### src/rtl/rx_word_fifo.sv
module rx_word_fifo #(
  parameter int DEPTH = 32,
  parameter int WIDTH = 32
) (
  input  logic               clk,
  input  logic               rst_n,
  input  logic               wr_stb,
  input  logic [WIDTH-1:0]   wr_word,
  input  logic               rd_en,
  input  logic               rd_sel,
  output logic [WIDTH/2-1:0] rd_data,
  output logic               ready_n,
  output logic               full_n,
  output logic               half_n
);
  localparam int AW = $clog2(DEPTH);
  localparam int HW = WIDTH / 2;
  localparam int CW = AW + 1;

  logic [WIDTH-1:0] mem [DEPTH];
  logic [AW-1:0]    rd_ptr, wr_ptr;
  logic [CW-1:0]    count;

  logic empty, full, pop, push, ovw;
  logic [WIDTH-1:0] head;

  assign empty = (count == '0);
  assign full  = (count == CW'(DEPTH));
  assign pop   = rd_en && rd_sel && !empty;
  assign push  = wr_stb && (!full || pop);
  assign ovw   = wr_stb && full && !pop;
  assign head  = mem[rd_ptr];

  assign rd_data = (rd_en && !empty) ? (rd_sel ? head[WIDTH-1:HW] : head[HW-1:0]) : '0;
  assign ready_n = empty;
  assign full_n  = !full;
  assign half_n  = !(count >= CW'(DEPTH / 2));

  always_ff @(posedge clk) begin
    if (push) mem[wr_ptr] <= wr_word;
    else if (ovw) mem[wr_ptr - AW'(1)] <= wr_word;
  end

  always_ff @(posedge clk) begin
    if (!rst_n) begin
      rd_ptr <= '0;
      wr_ptr <= '0;
      count  <= '0;
    end else begin
      if (pop)  rd_ptr <= rd_ptr + AW'(1);
      if (push) wr_ptr <= wr_ptr + AW'(1);
      count <= count + CW'(push) - CW'(pop);
    end
  end


  r2_store_chk: assert property (@(posedge clk) disable iff (!rst_n)
    wr_stb |=> !ready_n);

  r8_stay_full_chk: assert property (@(posedge clk) disable iff (!rst_n)
    (!full_n && wr_stb && !(rd_en && rd_sel)) |=> !full_n);

  r10_ready_rise_chk: assert property (@(posedge clk) disable iff (!rst_n)
    $rose(ready_n) |-> $past(rd_en && rd_sel));

  r7_full_implies_half_chk: assert property (@(posedge clk) disable iff (!rst_n)
    !full_n |-> !half_n);

  r11_empty_pop_chk: assert property (@(posedge clk) disable iff (!rst_n)
    (!ready_n == 1'b0 && !wr_stb) |=> ready_n);

  r4_low_read_keeps_chk: assert property (@(posedge clk) disable iff (!rst_n)
    (!ready_n && !wr_stb && !(rd_en && rd_sel)) |=> $stable(half_n) && $stable(full_n) && !ready_n);
endmodule

### config.mk
export PLATFORM = sky130hd
export DESIGN_NAME = rx_word_fifo
export DESIGN_NICKNAME = d
export VERILOG_FILES = /design/src/rtl/rx_word_fifo.sv
export SDC_FILE = /design/constraint.sdc
export NUM_CORES = 1
export LEC_CHECK = 0
export ABC_AREA = 1
export BUFFER_PORTS_ARGS = -buffer_cell sky130_fd_sc_hd__buf_4
export CORE_ASPECT_RATIO = 1.2
export CORE_MARGIN = 2
export CORE_UTILIZATION = 40
export DETAILED_ROUTE_END_ITERATION = 12
export PLACE_DENSITY = 0.62
export SLEW_MARGIN = 20
export SYNTH_ARGS = -nofsm -noshare
export SYNTH_HDL_FRONTEND = slang
export SYNTH_SLANG_ARGS = --single-unit
### constraint.sdc
create_clock -name clk -period 3.9 [get_ports clk]
set_input_delay 0.39 -clock clk [delete_from_list [all_inputs] [get_ports clk]]
set_output_delay 0.39 -clock clk [all_outputs]
set_load 0.01 [all_outputs]
* Word level (Yosys, flattened, before mapping) *
Memories as Yosys holds them, arrays and structs flattened. A register that Yosys moved wholly into a read port is not among the register bits.
Cells that the tools add are included.

storage, ports and cells
  logic and storage cells = 36
  output and inout bits = 19
  bits in writable memories = 1024
  register bits after elaboration = 16
  memories kept = 1

cells by class
  reduce and logical (&&, ||, !) cells = 13
  $lt $le $gt $ge = 1
  multiplexer cells = 12
  add/sub/neg operators = 5
  eq/ne operators = 1

memory list
  memory  depth  bits a word  read ports  clocked after Yosys merged registers in  write ports  RTL line  text
  mem     32     32           1           1                                        1            20        logic [WIDTH-1:0] mem [DEPTH];

operators with widths
  cell                   number
  $mux W16               2
  $mux W32               1
  $reduce_or A32 Y1      1
  $mux W5                3
  $add A5 B1 Y5 const B  2
  $add A6 B1 Y6          1
  $eq A6 B6 Y1 const B   1
  $ge A6 B5 Y1 const B   1
  $logic_and A1 B1 Y1    6
  $logic_not A6 Y1       1
  $mux W1                6
  $sub A6 B1 Y6          1
  $sub A5 B1 Y5 const B  1
  $logic_not A1 Y1       4
  $logic_or A1 B1 Y1     1

* Logic depth before layout (Yosys ltp) *
Gate-level depths: netlist of the first run.

  word-level depth = 10
  depth in mapped cells = 20

* Worst setup path after synthesis of the first run *
OpenSTA, ideal clock, no wires.

  path kind = register -> register
  start = register count[4]
  end = memory mem[10][0] (enable)
  stages on the path, launching flop included = 9
  slack = 0.618 ns
  setup time = 0.421 ns
  data arrival time = 2.861 ns
  period minus slack after synthesis = 3.282 ns
  required time = 3.479 ns
  buffers on the path = 0
  cell sequence = dfxtp_1 inv_1 ha_1 nand4_1 nor2_4 nand2_4 xor2_1 nand3_2 nor2_1

between the ends
  elaborated cells between the ends (all ways) = 18
  classes of those cells = 1 x eq/ne; 7 x mux; 10 x reduce/logical

RTL lines
  what                                                 RTL line  text
  from (decl)                                          22        logic [CW-1:0] count;
  from (signal assigned)                               52        count <= count + CW'(push) - CW'(pop);
  $eq A6 B6 Y1 *                                       28        assign full = (count == CW'(DEPTH));
  $logic_not A1 Y1 *                                   -
  named net full_n                                     13        output logic full_n,
  $logic_or A1 B1 Y1 *                                 30        assign push = wr_stb && (!full || pop);
  $logic_and A1 B1 Y1 *                                30
  $mux W1                                              40        if (push) mem[wr_ptr] <= wr_word;
  $mux W1 (not written as such)                        41        else if (ovw) mem[wr_ptr - AW'(1)] <= wr_word;
  $reduce_or A32 Y1 (no line)                          -
  $mux W5 (no line) / $mux W1 (equally long branches)  -
  to (decl)                                            20

The timed path passes the listed nets; every way through them passes the cells marked *.

==> results of run 1 <==
==> layout make-up <==
cell class              instances  area [µm²]
fillers                      9449       57430
clock buffers                 116        2541
repair buffers                179        1853
multi-input cells            2306       10260
diodes                          5       12.51
well taps                    1396        1747
inverters                      36       163.9
clock inverters                64       686.9
flip-flops and latches       1045       31190
==> cell usage in the layout (no fill, tap or decap) <==
| cell type | n |
|---|---|
| a21oi_1 | 28 |
| a21oi_2 | 1 |
| buf_12 | 40 |
| buf_4 | 137 |
| bufinv_16 | 14 |
| clkbuf_1 | 17 |
| clkbuf_16 | 99 |
| clkbuf_8 | 1 |
| clkinv_1 | 29 |
| clkinv_2 | 13 |
| clkinv_8 | 2 |
| clkinvlp_4 | 3 |
| dfxtp_1 | 16 |
| dfxtp_2 | 1 |
| dfxtp_4 | 4 |
| diode_2 | 5 |
| dlygate4sd3_1 | 1 |
| edfxtp_1 | 1024 |
| fa_1 | 1 |
| ha_1 | 12 |
| inv_1 | 27 |
| inv_16 | 2 |
| inv_2 | 6 |
| inv_6 | 3 |
| inv_8 | 1 |
| nand2_1 | 1313 |
| nand2_2 | 1 |
| nand2_4 | 2 |
| nand3_1 | 876 |
| nand3_2 | 4 |
| nand4_1 | 2 |
| nor2_1 | 12 |
| nor2_4 | 33 |
| nor3_1 | 5 |
| o21ai_0 | 9 |
| o21ba_2 | 1 |
| xnor2_1 | 1 |
| xor2_1 | 5 |
==> critical path: cells and delay by family, from the launching register on <==
kind	cells	cell delay [ns]
flops	1	0.63
buf+inv	3	0.85
compound gates	1	0.48
simple gates	7	0.67
==> stage by stage <==
step / power, µW / std cells
after floorplan: 15590 / 3610
after global placement: 17060 / 4960
after detailed placement: 17120 / 4960
after CTS: 26720 / 5141
after global routing: 27580 / 5144
final: 26610 / 5147
==> worst max-delay path by stage <==
stage	startpoint	to
after floorplan	count[4]$_SDFF_PN0_	mem[10][0]$_DFFE_PP_
after global placement	flip-flop	rd_data[11]
after detailed placement	flip-flop	rd_data[15]
after CTS	flip-flop	rd_data[15]
after global routing	flip-flop	rd_data[12]
final	flip-flop	rd_data[12]
==> layer usage <==
metal | up-vias | routed length [µm] | track usage (%)
li1 | 12790 | - | -
met1 | 13820 | 47980 | 28.99
met2 | 1218 | 58890 | 36.58
met3 | 216 | 9267 | 3.345
met4 | 0 | 3488 | 7.435
met5 | - | 0 | 0
==> sequential cells by signal (all words and copies together), names as in the netlist, named ones only <==
signal,cells
count,6
wr_ptr,5
rd_ptr,5
mem,1024
==> cell families (layout without fill, tap and decap cells) <==
group | count (synthesis) | after routing | synth area share [%]
other | 0 | 5 | 0
flip-flops | 1045 | 1045 | 73.31
XOR/XNOR | 6 | 6 | 0.1236
AO/OA/AOI/OAI | 39 | 39 | 0.4709
adder cells (fa/ha/maj) | 13 | 13 | 0.4002
AND/OR/NAND/NOR | 2248 | 2248 | 22.57
buffers and inverters | 259 | 395 | 3.122
==> timing repair <==
| item | CTS | global route |
|---|---|---|
| hold endpoints to repair | 10 | 0 |
| setup endpoints to repair | 0 | 7 |
| buffers inserted | 0 | 1 |
| gates resized for setup | 0 | 1 |
| hold buffers | 1 | 0 |
==> power by group <==
| group | leakage (µW) | switching [µW] | internal (µW) |
|---|---|---|---|
| clock network | 0.00157 | 4150 | 5570 |
| logic | 0.00626 | 2930 | 1220 |
| registers | 0.00940 | 97.2 | 12600 |
| total | 0.0172 | 7180 | 19400 |
==> run summary, run 1 <==
Final WS setup - 0.1090 ns
Final Hold Fails - 0
crit path kind - flip-flop to primary output
final instance area - 48450 µm²
Critical Path Source Type - flip-flop
die height - 361.1 µm
Yosys warning total - 0
setup TNS - 0 ns
core area - 105900 µm²
top cells by count, synth - 1313 x nand2_1, 1024 x edfxtp_1, 876 x nand3_1
antenna-violating nets left - 0
IO Port Bufs - 55
Root Driver - clkbuf_16
endpoint class of the critical path - primary output
initial drt markers - 2777
Post-DP Area - 45180 µm²
Yosys reg bits - 1045
ranking of synthesized cells by area - edfxtp_1 72%, nand2_1 12%, nand3_1 10%, buf_2 1.2%, dfxtp_1 0.99%
Worst-Skew Late Latency - 0.71 ns
row count - 131
Wirelength per Cell - 23.24 µm
FMAX - 263.8 MHz
Peak VDD IR - 395.9 µV
R2R depth - 11
critical-path cell list - buf_12 -> buf_12 -> nand2_1 -> nand3_1 -> nand3_1 -> nand2_1 -> nand2_1 -> nand3_1 -> nand3_1 -> a21oi_1 -> buf_4
TritonCTS Buffers - 97
actual transition at the worst max-transition pin - 0.9010 ns
layout cells sized above 1 - 9.824%
Final Cycle Share - 97.20%
Slew headroom - 39.93%
initial antenna violation count - 3
post-place setup slack - 0.8279 ns
biggest area consumer among synthesized cells - edfxtp_1
die area - 108900 µm²
Routed WL - 119.6 mm
Mapped Area - 42520 µm²
vias post-DR - 28040
Post-synth ARST share - 0%
post-synth cell types - 26
final hold slack - 0.09579 ns
htree depth - 3
num ports - 56
Area Overhead vs Synth - 13.96%
final setup fails - 0
CTS Sinks - 1045
crit path max fanout - 51
Worst path most repeated cell - nand3_1
vias per cell - 5.447
Total GRT Usage - 21.85%
clock skew - 0.02920 ns
CP max-delay cell - dfxtp_4
number of remaining DRC errors - 0
Max Cap Viol - 0
Initial Util - 40.15%
top_reg_cell synth - edfxtp_1
Worst Path Arrival - 3.40 ns
Leakage - 0.01723 µW
Syn Nets - 3660
unrepaired setup endpoints after global routing - false
crit path time final - 3.791 ns
R2R Path End - mem[14][23]$_DFFE_PP_
Yosys top cell area share - 72.32%
Max stage delay on crit path - 0.63 ns
RR Startpoint - count[2]$_SDFF_PN0_
Post-DP HPWL - 62.43 mm
number of global-route vias before repair - 26780
post-synthesis area per instance - 11.78 µm²
Die Width - 301.6 µm
R2R setup slack - 0.82 ns
min-delay src - wr_word[0]
P per Cell Area - 549.3 nW/µm²
first-pass GRT wire length - 175.6 mm
WP data required - 3.51 ns
hold endpoint - mem[4][0]$_DFFE_PP_
GR Overflow Total - 0
pin count of the biggest net entering global routing - 113
most frequent cell after synthesis - nand2_1
Slew Viols, Final - 0
clk buf depth - 3
post-layout util - 45.76%
DR pass1 iterations - 5
routability cong. - 0.8001
TritonCTS clock tree - yes
sequential area share after synthesis - 73.31%
Post-Synthesis Cells - 3610
nets - 3715
status - finished, final reports clean
HP Class - primary input to flip-flop
EDFF count, synth - 1024
hold path depth - 1
clock-pin slew on the worst setup and hold paths - 0.06 ns
(Power assumes the default switching activity.)
==> inputs of run 2 (changes only) <==
--- a/config.mk
+++ b/config.mk
@@ -8,10 +8,10 @@
 export ABC_AREA = 1
 export BUFFER_PORTS_ARGS = -buffer_cell sky130_fd_sc_hd__buf_4
 export CORE_ASPECT_RATIO = 1.2
-export CORE_MARGIN = 2
+export CORE_MARGIN = 8
 export CORE_UTILIZATION = 40
 export DETAILED_ROUTE_END_ITERATION = 12
-export PLACE_DENSITY = 0.62
+export PLACE_DENSITY = 0.54
 export SLEW_MARGIN = 20
 export SYNTH_ARGS = -nofsm -noshare
 export SYNTH_HDL_FRONTEND = slang
==> run 2 against run 1 <==
  * Register-to-register slack got worse by 0.04 ns
  * Routed wire length rose by 4.5%
  * Non-clock buffer count fell by 7
  * Sequential power barely moved
  * Critical path depth did not move
  * Design area fell by 0.20%
  * Global-route usage fell by 1.0 points
  * Die area rose by 7.4%
  * Worst hold slack improved by 0.0092 ns
  * Maximum frequency rose by 2.0%
  * Worst setup slack improved by 0.073 ns
  * Critical path type unchanged
  * Critical endpoint is now rd_data[15]
  * Largest power group unchanged
  * Highest routed layer is now met5
==> run summary, run 2 (synthesis gave the netlist of run 1 again) <==
vias post-DR - 27770
number of remaining DRC errors - 0
Slew Viols, Final - 0
final setup fails - 0
clock-pin slew on the worst setup and hold paths - 0.06 ns
Area Overhead vs Synth - 13.74%
layout cells sized above 1 - 9.955%
GR Overflow Total - 0
largest reg by FF count - mem
die height - 373.1 µm
Worst-Skew Late Latency - 0.70 ns
combinational power share - 15.5%
Filler Cell Count - 9738
Leakage - 0.01724 µW
crit path max fanout - 68
pin count of the biggest net entering global routing - 93
Critical Path Source Type - flip-flop
Routed WL - 125.0 mm
setup TNS - 0 ns
actual transition at the worst max-transition pin - 0.7902 ns
core area - 105900 µm²
clk buf depth - 3
FMAX - 269.0 MHz
die area - 117000 µm²
first-pass GRT wire length - 182.5 mm
Max stage delay on crit path - 0.50 ns
TritonCTS clock tree - yes
Slew headroom - 47.32%
Final Hold Fails - 0
clock skew - 0.03125 ns
Worst path most repeated cell - nand3_1
Total GRT Usage - 20.84%
P per Cell Area - 550.5 nW/µm²
nets - 3713
Initial Util - 40.15%
initial antenna violation count - 3
Wirelength per Cell - 24.29 µm
TritonCTS Buffers - 102
Worst Path Arrival - 3.33 ns
Root Driver - clkbuf_16
Max Cap Viol - 0
CP bufs+invs - 3
Peak VDD IR - 422.9 µV
critical-path cell list - inv_16 -> buf_12 -> nand2_1 -> nand3_1 -> nand3_1 -> nand2_1 -> nand2_1 -> nand3_1 -> nand3_1 -> a21oi_1 -> buf_4
IO Port Bufs - 55
row count - 131
WP data required - 3.51 ns
Final Cycle Share - 95.33%
post-place setup slack - 0.7061 ns
Final WS setup - 0.1822 ns
Post-DP Area - 45050 µm²
sw frac - 27.17%
unrepaired setup endpoints after global routing - false
htree depth - 3
most frequent cells in the layout - 1313 x nand2_1, 1024 x edfxtp_1, 876 x nand3_1, 137 x buf_4, 106 x clkbuf_16
sequential share of power - 47.9%
number of global-route vias before repair - 26770
CTS Sinks - 1045
clock share of power - 36.6%
num ports - 56
placed insts - 4953
antenna-violating nets left - 0
CP max-delay cell - dfxtp_4
initial drt markers - 2534
final std cells w/o fill - 5145
Post-DP HPWL - 66.96 mm
Pwr Total - 26620 µW
delay-heaviest family, CP - buffers and inverters
Internal Power - 19390 µW
endpoint class of the critical path - primary output
max reg flops - 1024
DR pass1 iterations - 6
biggest registers after layout - mem: 1024 flops, count: 6 flops
most common cell after layout, fill and taps aside - nand2_1
Die Width - 313.6 µm
switching power - 7233 µW
routability cong. - 0.7815
crit path kind - flip-flop to primary output
vias per cell - 5.397
status - finished, final reports clean
final instance area - 48360 µm²
crit path time final - 3.718 ns
HP Class - primary input to flip-flop
-- run 2: stage by stage --
step | utilization [%] | hold slack, ns
finish | 45.67 | 0.1050
global route | 45.67 | 0.09099
CTS | 45.64 | 0.05722
detailed placement | 42.54 | 0.4599
global placement | 42.54 | 0.4560
floorplan | - | 0.4472
-- run 2: final cells by class --
type,instances,area [µm²],area share (%)
inverter,36,165.2,0.3415
antenna,2,5.005,0.01035
clock inverter,57,524.3,1.084
sequential,1045,31190,64.49
timing repair buffer,172,1714,3.545
tap,1396,1747,3.612
multi-input combinational,2306,10270,21.24
clock buffer,131,2746,5.679
-- run 2: routing by layer --
metal	GRT usage, %	vias to the layer above	wire length [µm]
met1	28.12	13860	53350
li1	-	12800	-
met4	7.222	2	3628
met2	34.27	917	60030
met5	0	-	7
met3	3.207	187	7934
-- run 2: power groups by stage --
stage	combinational (µW)	clock (µW)	sequential (µW)
final	4120	9750	12800
after global routing	4580	10300	12800
after CTS	4130	9920	12800
after detailed placement	4110	0	13000
after global placement	4090	0	13000
after floorplan	2640	0	13000
-- run 2: path summary, 6_finish.rpt --
path / start / to / slack [ns] / depth (start not counted)
setup / recovery: flip-flop / rd_data[15] / 0.18 / 11
hold / removal: wr_word[19] / mem[28][19]$_DFFE_PP_ / 0.10 / 1
setup reg to reg: count[2]$_SDFF_PN0_ / mem[17][23]$_DFFE_PP_ / 0.78 / 9
hold reg to reg: rd_ptr[2]$_SDFFE_PN0N_ / flip-flop / 0.47 / 2
-- run 2: what timing repair did --
item,4_1_cts,5_1_grt
setup buffers,0,1
endpoints found under the setup margin,1,5
resized for setup,1,2
pin swaps,0,0
hold buffers,1,0
endpoints found under the hold margin,4,0
